**src/rtl/refsched_pkg.sv**
```systemverilog
package refsched_pkg;

    typedef enum logic [2:0] {
        SQ_IDLE,
        SQ_CBR_SETUP,
        SQ_CBR_LOW,
        SQ_CBR_PRECH,
        SQ_SR_SETUP,
        SQ_SR_HOLD,
        SQ_SR_STAY,
        SQ_SR_EXIT
    } seq_state_e;

    typedef struct packed {
        logic       ras_n;
        logic [1:0] cas_n;
        logic       own;
        logic       ack;
    } strobe_t;

    localparam strobe_t STROBE_IDLE = '{ras_n: 1'b1, cas_n: 2'b11, own: 1'b0, ack: 1'b0};

    function automatic int unsigned max2(input int unsigned a, input int unsigned b);
        return (a > b) ? a : b;
    endfunction

    function automatic logic in_sleep(input seq_state_e s);
        return (s == SQ_SR_SETUP) || (s == SQ_SR_HOLD) ||
               (s == SQ_SR_STAY)  || (s == SQ_SR_EXIT);
    endfunction

    // Successor of a timed phase once its count is used up.
    function automatic seq_state_e next_phase(input seq_state_e s);
        case (s)
            SQ_CBR_SETUP: return SQ_CBR_LOW;
            SQ_CBR_LOW:   return SQ_CBR_PRECH;
            SQ_SR_SETUP:  return SQ_SR_HOLD;
            SQ_SR_HOLD:   return SQ_SR_STAY;
            default:      return SQ_IDLE;
        endcase
    endfunction

    // Strobe levels for a phase; cas_hold marks the early part of a RAS-low phase.
    function automatic strobe_t decode(input seq_state_e s, input logic cas_hold);
        strobe_t o;
        o = STROBE_IDLE;
        case (s)
            SQ_CBR_SETUP, SQ_SR_SETUP: begin
                o.own   = 1'b1;
                o.cas_n = 2'b00;
            end
            SQ_CBR_LOW, SQ_SR_HOLD: begin
                o.own   = 1'b1;
                o.ras_n = 1'b0;
                o.cas_n = cas_hold ? 2'b00 : 2'b11;
            end
            SQ_SR_STAY: begin
                o.own   = 1'b1;
                o.ras_n = 1'b0;
                o.ack   = 1'b1;
            end
            SQ_CBR_PRECH: o.own = 1'b1;
            SQ_SR_EXIT: begin
                o.own = 1'b1;
                o.ack = 1'b1;
            end
            default: o = STROBE_IDLE;
        endcase
        return o;
    endfunction

endpackage

```
**src/rtl/refsched_backlog.sv**
```systemverilog
module refsched_backlog #(
    parameter int unsigned REFI_CYC   = 3900,
    parameter int unsigned PEND_DEPTH = 8
) (
    input  logic clk,
    input  logic rst,
    input  logic clear,
    input  logic take,
    output logic pend_nz,
    output logic urgent
);
    localparam int unsigned TW = (REFI_CYC > 2) ? $clog2(REFI_CYC) : 1;
    localparam int unsigned PW = $clog2(PEND_DEPTH + 1);
    localparam logic [TW-1:0] TMR_LAST = TW'(REFI_CYC - 1);
    localparam logic [PW-1:0] PEND_FULL = PW'(PEND_DEPTH);

    logic [TW-1:0] tmr;
    logic [PW-1:0] pend;
    logic [PW-1:0] pend_n;
    logic          tick;

    assign tick = (tmr == TMR_LAST);

    always_comb begin
        pend_n = pend;
        unique case ({tick, take})
            2'b10:   if (pend != PEND_FULL) pend_n = pend + PW'(1);
            2'b01:   pend_n = pend - PW'(1);
            default: pend_n = pend;
        endcase
    end

    always_ff @(posedge clk) begin
        if (rst || clear) begin
            tmr  <= '0;
            pend <= '0;
        end else begin
            tmr  <= tick ? '0 : tmr + TW'(1);
            pend <= pend_n;
        end
    end

    assign pend_nz = (pend != '0);
    assign urgent  = (pend == PEND_FULL);

    assert_no_overflow_R3: assert property (@(posedge clk) disable iff (rst)
        pend <= PEND_FULL);

    assert_full_saturates_R3: assert property (@(posedge clk) disable iff (rst)
        (pend == PEND_FULL && tick && !take && !clear) |=> pend == PEND_FULL);

    assert_take_only_owed_R7: assert property (@(posedge clk) disable iff (rst)
        (take && !clear) |-> pend != '0);

endmodule

```
**src/rtl/refsched_seq.sv**
```systemverilog
module refsched_seq
    import refsched_pkg::*;
#(
    parameter int unsigned CSR_CYC     = 2,
    parameter int unsigned CHR_CYC     = 2,
    parameter int unsigned RAS_CYC     = 13,
    parameter int unsigned RP_CYC      = 8,
    parameter int unsigned SR_HOLD_CYC = 25000,
    parameter int unsigned SR_EXIT_CYC = 21
) (
    input  logic    clk,
    input  logic    rst,
    input  logic    start_cbr,
    input  logic    start_sr,
    input  logic    sleep_req,
    output strobe_t strb,
    output logic    idle,
    output logic    asleep
);
    localparam int unsigned MAXD = max2(max2(max2(CSR_CYC, CHR_CYC), max2(RAS_CYC, RP_CYC)),
                                        max2(SR_HOLD_CYC, SR_EXIT_CYC));
    localparam int unsigned CW = $clog2(MAXD + 1);

    seq_state_e    state, state_n;
    logic [CW-1:0] cnt, cnt_n, last;
    logic          done;
    strobe_t       strb_n;

    always_comb begin
        case (state)
            SQ_CBR_SETUP, SQ_SR_SETUP: last = CW'(CSR_CYC - 1);
            SQ_CBR_LOW:                last = CW'(RAS_CYC - 1);
            SQ_CBR_PRECH:              last = CW'(RP_CYC - 1);
            SQ_SR_HOLD:                last = CW'(SR_HOLD_CYC - 1);
            SQ_SR_EXIT:                last = CW'(SR_EXIT_CYC - 1);
            default:                   last = '0;
        endcase
        done = (cnt == last);
    end

    always_comb begin
        state_n = state;
        cnt_n   = cnt + CW'(1);
        case (state)
            SQ_IDLE: begin
                cnt_n = '0;
                if (start_sr)       state_n = SQ_SR_SETUP;
                else if (start_cbr) state_n = SQ_CBR_SETUP;
            end
            SQ_SR_STAY: begin
                cnt_n = '0;
                if (!sleep_req) state_n = SQ_SR_EXIT;
            end
            default: begin
                if (done) begin
                    cnt_n   = '0;
                    state_n = next_phase(state);
                end
            end
        endcase
        strb_n = decode(state_n, cnt_n < CW'(CHR_CYC));
    end

    always_ff @(posedge clk) begin
        if (rst) begin
            state <= SQ_IDLE;
            cnt   <= '0;
            strb  <= STROBE_IDLE;
        end else begin
            state <= state_n;
            cnt   <= cnt_n;
            strb  <= strb_n;
        end
    end

    assign idle   = (state == SQ_IDLE);
    assign asleep = in_sleep(state);

    // Checker-only count of consecutive RAS-low cycles.
    logic [CW-1:0] low_run;
    always_ff @(posedge clk) begin
        if (rst || strb.ras_n)        low_run <= '0;
        else if (low_run != CW'(MAXD)) low_run <= low_run + CW'(1);
    end

    assert_cas_before_ras_R4: assert property (@(posedge clk) disable iff (rst)
        $fell(strb.ras_n) |-> (strb.cas_n == 2'b00) && ($past(strb.cas_n) == 2'b00));

    assert_ack_after_hold_R8: assert property (@(posedge clk) disable iff (rst)
        $rose(strb.ack) |-> !strb.ras_n && (low_run >= CW'(SR_HOLD_CYC - 1)));

    assert_exit_ras_high_R9: assert property (@(posedge clk) disable iff (rst)
        $fell(strb.ack) |-> strb.ras_n && $past(strb.ras_n));

    assert_idle_released_R12: assert property (@(posedge clk) disable iff (rst)
        !strb.own |-> strb.ras_n && (strb.cas_n == 2'b11) && !strb.ack);

    assert_ras_rise_cas_high_R5: assert property (@(posedge clk) disable iff (rst)
        $rose(strb.ras_n) |-> strb.cas_n == 2'b11);

endmodule

```
**src/rtl/dram_refresh_sched.sv**
```systemverilog
module dram_refresh_sched
    import refsched_pkg::*;
#(
    parameter int unsigned REFI_CYC    = 3900,
    parameter int unsigned PEND_DEPTH  = 8,
    parameter int unsigned CSR_CYC     = 2,
    parameter int unsigned CHR_CYC     = 2,
    parameter int unsigned RAS_CYC     = 13,
    parameter int unsigned RP_CYC      = 8,
    parameter int unsigned SR_HOLD_CYC = 25000,
    parameter int unsigned SR_EXIT_CYC = 21
) (
    input  logic       clk,
    input  logic       rst,
    input  logic       ref_gnt,
    input  logic       sleep_req,
    output logic       ref_req,
    output logic       ref_urgent,
    output logic       sleep_ack,
    output logic       bus_own,
    output logic       ras_n,
    output logic [1:0] cas_n
);
    strobe_t strb;
    logic    seq_idle, seq_asleep, pend_nz, start_cbr, start_sr;

    assign start_sr  = seq_idle && ref_gnt && sleep_req;
    assign start_cbr = seq_idle && ref_gnt && !sleep_req && pend_nz;

    refsched_backlog #(
        .REFI_CYC  (REFI_CYC),
        .PEND_DEPTH(PEND_DEPTH)
    ) u_backlog (
        .clk    (clk),
        .rst    (rst),
        .clear  (seq_asleep),
        .take   (start_cbr),
        .pend_nz(pend_nz),
        .urgent (ref_urgent)
    );

    refsched_seq #(
        .CSR_CYC    (CSR_CYC),
        .CHR_CYC    (CHR_CYC),
        .RAS_CYC    (RAS_CYC),
        .RP_CYC     (RP_CYC),
        .SR_HOLD_CYC(SR_HOLD_CYC),
        .SR_EXIT_CYC(SR_EXIT_CYC)
    ) u_seq (
        .clk      (clk),
        .rst      (rst),
        .start_cbr(start_cbr),
        .start_sr (start_sr),
        .sleep_req(sleep_req),
        .strb     (strb),
        .idle     (seq_idle),
        .asleep   (seq_asleep)
    );

    assign ref_req   = pend_nz || (sleep_req && seq_idle);
    assign sleep_ack = strb.ack;
    assign bus_own   = strb.own;
    assign ras_n     = strb.ras_n;
    assign cas_n     = strb.cas_n;

    assert_no_req_asleep_R8: assert property (@(posedge clk) disable iff (rst)
        sleep_ack |-> !ref_req);

endmodule

```
**config.mk**
```make
export PLATFORM = sky130hd
export DESIGN_NAME = dram_refresh_sched
export DESIGN_NICKNAME = d
export VERILOG_FILES = /design/src/rtl/refsched_pkg.sv /design/src/rtl/refsched_backlog.sv /design/src/rtl/refsched_seq.sv /design/src/rtl/dram_refresh_sched.sv
export SDC_FILE = /design/constraint.sdc
export NUM_CORES = 1
export LEC_CHECK = 0
export ABC_AREA = 1
export BUFFER_PORTS_ARGS = -buffer_cell sky130_fd_sc_hd__buf_2
export CORE_AREA = 2 2 49 96
export CTS_BUF_LIST = sky130_fd_sc_hd__clkbuf_4
export DETAILED_ROUTE_END_ITERATION = 8
export DIE_AREA = 0 0 51 98
export MAX_ROUTING_LAYER = met4
export PLACE_DENSITY = 0.66
export SYNTH_ARGS = -nofsm -noshare
export SYNTH_HDL_FRONTEND = slang
export SYNTH_SLANG_ARGS = --single-unit
```
**constraint.sdc**
```tcl
create_clock -name clk -period 5.05 [get_ports clk]
set_clock_uncertainty 0.2 [all_clocks]
set_input_delay 0.2525 -clock clk [delete_from_list [all_inputs] [get_ports clk]]
set_output_delay 0.2525 -clock clk [all_outputs]
set_load 0.05 [all_outputs]
```
==> metrics.txt <==
# TYPE chip_impl_metric gauge
chip_impl_info{name="most_frequently_used_cell_type_in_the_post_synthesis_netlist",value="sky130_fd_sc_hd__nand2_1"} 1
chip_impl_metric{name="timing.final.crit_period",unit="ps"} 2509
chip_impl_metric{name="globalRouteOverflowTotal",unit=""} 0
chip_impl_metric{name="synth_edf_count",unit=""} 0
chip_impl_info{name="netlist_top_cells_count",value="sky130_fd_sc_hd__nand2_1, sky130_fd_sc_hd__nor2_1, sky130_fd_sc_hd__inv_1"} 1
chip_impl_metric{name="fraction_of_registers_with_async_set_reset",unit="%"} 0
chip_impl_metric{name="drt_first_iter_violations",unit=""} 52
chip_impl_metric{name="final_min_period_over_clock_period",unit="%"} 49.68
chip_impl_info{name="ys_dominant_reg_cell",value="sky130_fd_sc_hd__dfxtp_1"} 1
chip_impl_metric{name="nNetsFinal",unit=""} 355
chip_impl_metric{name="grt_max_degree",unit=""} 16
chip_impl_metric{name="die_height",unit="um"} 98
chip_impl_metric{name="clkSlewWorstSetupHoldPaths",unit="ps"} 120
chip_impl_metric{name="cts_setup_buffers",unit=""} 0
chip_impl_metric{name="wl_per_cell",unit="um"} 12.94
chip_impl_metric{name="place_area",unit="um2"} 2298
chip_impl_info{name="tritoncts",value="yes"} 1
chip_impl_metric{name="syn-num-nets",unit=""} 344
chip_impl_metric{name="cts_bufs_inserted",unit=""} 5
chip_impl_metric{name="synth_seq_area_share",unit="%"} 34.02
chip_impl_metric{name="cellLeakagePower",unit="nW"} 1.049
chip_impl_info{name="ctsRootBufferMaster",value="sky130_fd_sc_hd__clkbuf_4"} 1
chip_impl_info{name="run_status",value="completed"} 1
chip_impl_metric{name="design.core.area",unit="um2"} 4297
chip_impl_metric{name="synth.cell_area",unit="um2"} 2236
chip_impl_metric{name="vias_per_cell",unit=""} 5.197
chip_impl_metric{name="drive_above_1_share",unit="%"} 11.82
chip_impl_metric{name="globalRouteTotalUtil",unit="%"} 23.77
chip_impl_metric{name="synthesis.yosys.warnings",unit=""} 0
chip_impl_metric{name="first_global_vias",unit=""} 1975
chip_impl_info{name="setup.worst_path.end_class",value="register"} 1
chip_impl_info{name="start_kind",value="register"} 1
chip_impl_metric{name="drt_first_pass_iters",unit=""} 4
chip_impl_metric{name="insertedDiodeCount",unit=""} 0
chip_impl_info{name="worst_hold_path_type",value="input pin to register"} 1
chip_impl_metric{name="antenna_found_initial",unit=""} 0
chip_impl_metric{name="wirelength",unit="um"} 5189
chip_impl_info{name="timing.setup.critical_path_class",value="register to register"} 1
chip_impl_metric{name="hold_viol",unit=""} 0
chip_impl_metric{name="area_growth_syn_to_layout",unit="%"} 5.652
chip_impl_metric{name="ctsResizeCount",unit=""} 0
chip_impl_metric{name="required",unit="ps"} 5100
chip_impl_metric{name="worstSkewPairLatency",unit="ps"} 340
chip_impl_metric{name="finish.instance_area",unit="um2"} 2362
chip_impl_metric{name="cp_max_fo",unit=""} 15
chip_impl_metric{name="report.final.setup_viol",unit=""} 0
chip_impl_metric{name="rows",unit=""} 34
chip_impl_info{name="setup_repair_after_global_routing_missed_its_margin",value="false"} 1
chip_impl_metric{name="drt_drc_violations_left",unit=""} 0
chip_impl_metric{name="cts_max_level",unit=""} 2
chip_impl_metric{name="worst_slew_margin_rel",unit="%"} 69.87
chip_impl_metric{name="ant_nets",unit=""} 0
chip_impl_metric{name="die_w",unit="um"} 51
chip_impl_metric{name="count_of_different_cell_masters_after_synthesis",unit=""} 32
chip_impl_metric{name="hpwl_reported_at_the_end_of_detailed_placement",unit="um"} 4228
chip_impl_metric{name="num_vias",unit=""} 2084
chip_impl_metric{name="clock-sinks",unit=""} 38
chip_impl_metric{name="cts_hold_buffers",unit=""} 1
chip_impl_metric{name="pwr_density_cell",unit="nW/um2"} 446.2
chip_impl_metric{name="place_congestion",unit=""} 0.8837
chip_impl_info{name="synth_top_cells_by_area",value="sky130_fd_sc_hd__dfxtp_1, sky130_fd_sc_hd__nand2_1, sky130_fd_sc_hd__nor2_1"} 1
chip_impl_metric{name="setup_total_negative_slack",unit="ps"} 0
chip_impl_metric{name="io_pins",unit=""} 11
chip_impl_metric{name="numPortBuffers",unit=""} 10
chip_impl_metric{name="synth.top_cell.area_share",unit="%"} 34.02
chip_impl_metric{name="achievable-frequency",unit="MHz"} 398.6
chip_impl_metric{name="clock_path_buffers",unit=""} 2
chip_impl_info{name="yosysTopAreaCell",value="sky130_fd_sc_hd__dfxtp_1"} 1
chip_impl_metric{name="post_synthesis_cell_count",unit=""} 335
chip_impl_metric{name="ys_ff_latch",unit=""} 38
chip_impl_metric{name="wire_length_of_the_first_global_routing_pass",unit="um"} 8631
chip_impl_metric{name="peakVddDrop",unit="V"} 0.0003512
chip_impl_metric{name="die_area",unit="um2"} 4998
chip_impl_metric{name="max_cap_viol_count",unit=""} 0
chip_impl_metric{name="maxSlewViolCount",unit=""} 0
chip_impl_metric{name="worst_slew_pin_tran",unit="ps"} 451.4
chip_impl_metric{name="critPathArrivalTime",unit="ps"} 2560
chip_impl_metric{name="synthesis.area_per_instance",unit="um2"} 6.674
chip_impl_metric{name="start_util",unit="%"} 52.04
cell type report:
cell class                 instances  area (um2)
timing repair buffer              11       60.06
sequential                        38       760.7
multi-input combinational        237        1214
clock inverter                     3       16.27
inverter                          53       206.4
tap                               54       67.56
clock buffer                       5       37.54
fill                             480        1934
per-layer routing:
layer / part of all wire (%) / GRT usage, %
met1: 34 / 19.59
met2: 59 / 46.05
met5: 0 / -
met4: 4.8 / 13.93
met3: 2.2 / 3.517
worst max-delay path: stages, from the launching register on:
cell and delay, ps:
sky130_fd_sc_hd__dfxtp_1 620, sky130_fd_sc_hd__inv_1 110, sky130_fd_sc_hd__nand3_1 150, sky130_fd_sc_hd__inv_1 50, sky130_fd_sc_hd__nand4_1 110, sky130_fd_sc_hd__inv_1 50, sky130_fd_sc_hd__nand2_1 100, sky130_fd_sc_hd__inv_1 90
sky130_fd_sc_hd__ha_1 320, sky130_fd_sc_hd__a21oi_1 160, sky130_fd_sc_hd__nand2_1 70, sky130_fd_sc_hd__o21ai_0 200, sky130_fd_sc_hd__nand2_1 70, sky130_fd_sc_hd__nand2_1 60, sky130_fd_sc_hd__nor2_1 40
worst paths after layout:
check	startpoint	end	slack, ps	cells after the start
hold / removal	sleep_req	u_seq.state[2]	160	5
hold reg to reg	u_backlog.tmr[0]	u_backlog.tmr[0]	260	1
setup / recovery	u_seq.state[0]	u_backlog.pend[3]	2540	14
setup reg to reg	u_seq.state[0]	u_backlog.pend[3]	2540	14
logic make-up (layout without fill, tap and decap cells):
group | after synthesis | in the layout | share of synthesized area [%]
fa+ha+maj | 5 | 5 | 3.134
flops | 38 | 38 | 34.02
xor+xnor | 10 | 10 | 3.917
buf+inv | 60 | 72 | 11.70
simple gates | 200 | 200 | 41.80
compound gates | 22 | 22 | 5.428
cell usage in the layout, fill, tap and decap left out, types with 2 or more instances in the layout:
master and n:
sky130_fd_sc_hd__nand3_2 4, sky130_fd_sc_hd__xor2_1 10, sky130_fd_sc_hd__nor3_1 6, sky130_fd_sc_hd__nand2_2 9, sky130_fd_sc_hd__clkbuf_4 5, sky130_fd_sc_hd__nand3_1 30, sky130_fd_sc_hd__ha_1 4, sky130_fd_sc_hd__nor3b_1 3
sky130_fd_sc_hd__buf_2 10, sky130_fd_sc_hd__inv_1 50, sky130_fd_sc_hd__nor2_1 51, sky130_fd_sc_hd__o21ai_0 7, sky130_fd_sc_hd__nand4_1 12, sky130_fd_sc_hd__dfxtp_1 38, sky130_fd_sc_hd__nand2_1 77, sky130_fd_sc_hd__a21oi_1 10
sky130_fd_sc_hd__nor2_4 3, sky130_fd_sc_hd__o211ai_1 2
flip-flops by register name (all words and copies together) (netlist names):
signal	count
u_backlog.pend	4
u_backlog.tmr	12
u_seq.cnt	15
u_seq.state	3
u_seq.strb	4
stage by stage:
stage,hold slack (ps),power [mW],util (%),worst slack [ps],cells
after floorplan,124.3,0.8255,-,2921,335
after CTS,153.1,1.065,54.98,2542,401
after detailed placement,237.0,0.9070,53.49,2572,392
final,157.0,1.054,54.98,2541,401
after global placement,229.2,0.9010,53.49,2635,392
after global routing,177.1,1.147,54.98,2310,401
where the power goes:
group | total [mW] | switching (mW) | internal [mW] | leakage, nW
clock | 0.157 | 0.105 | 0.0518 | 0.0286
sequential | 0.386 | 0.0533 | 0.333 | 0.308
combinational | 0.510 | 0.362 | 0.149 | 0.713
total | 1.05 | 0.520 | 0.534 | 1.05
(Power assumes the default switching activity.)
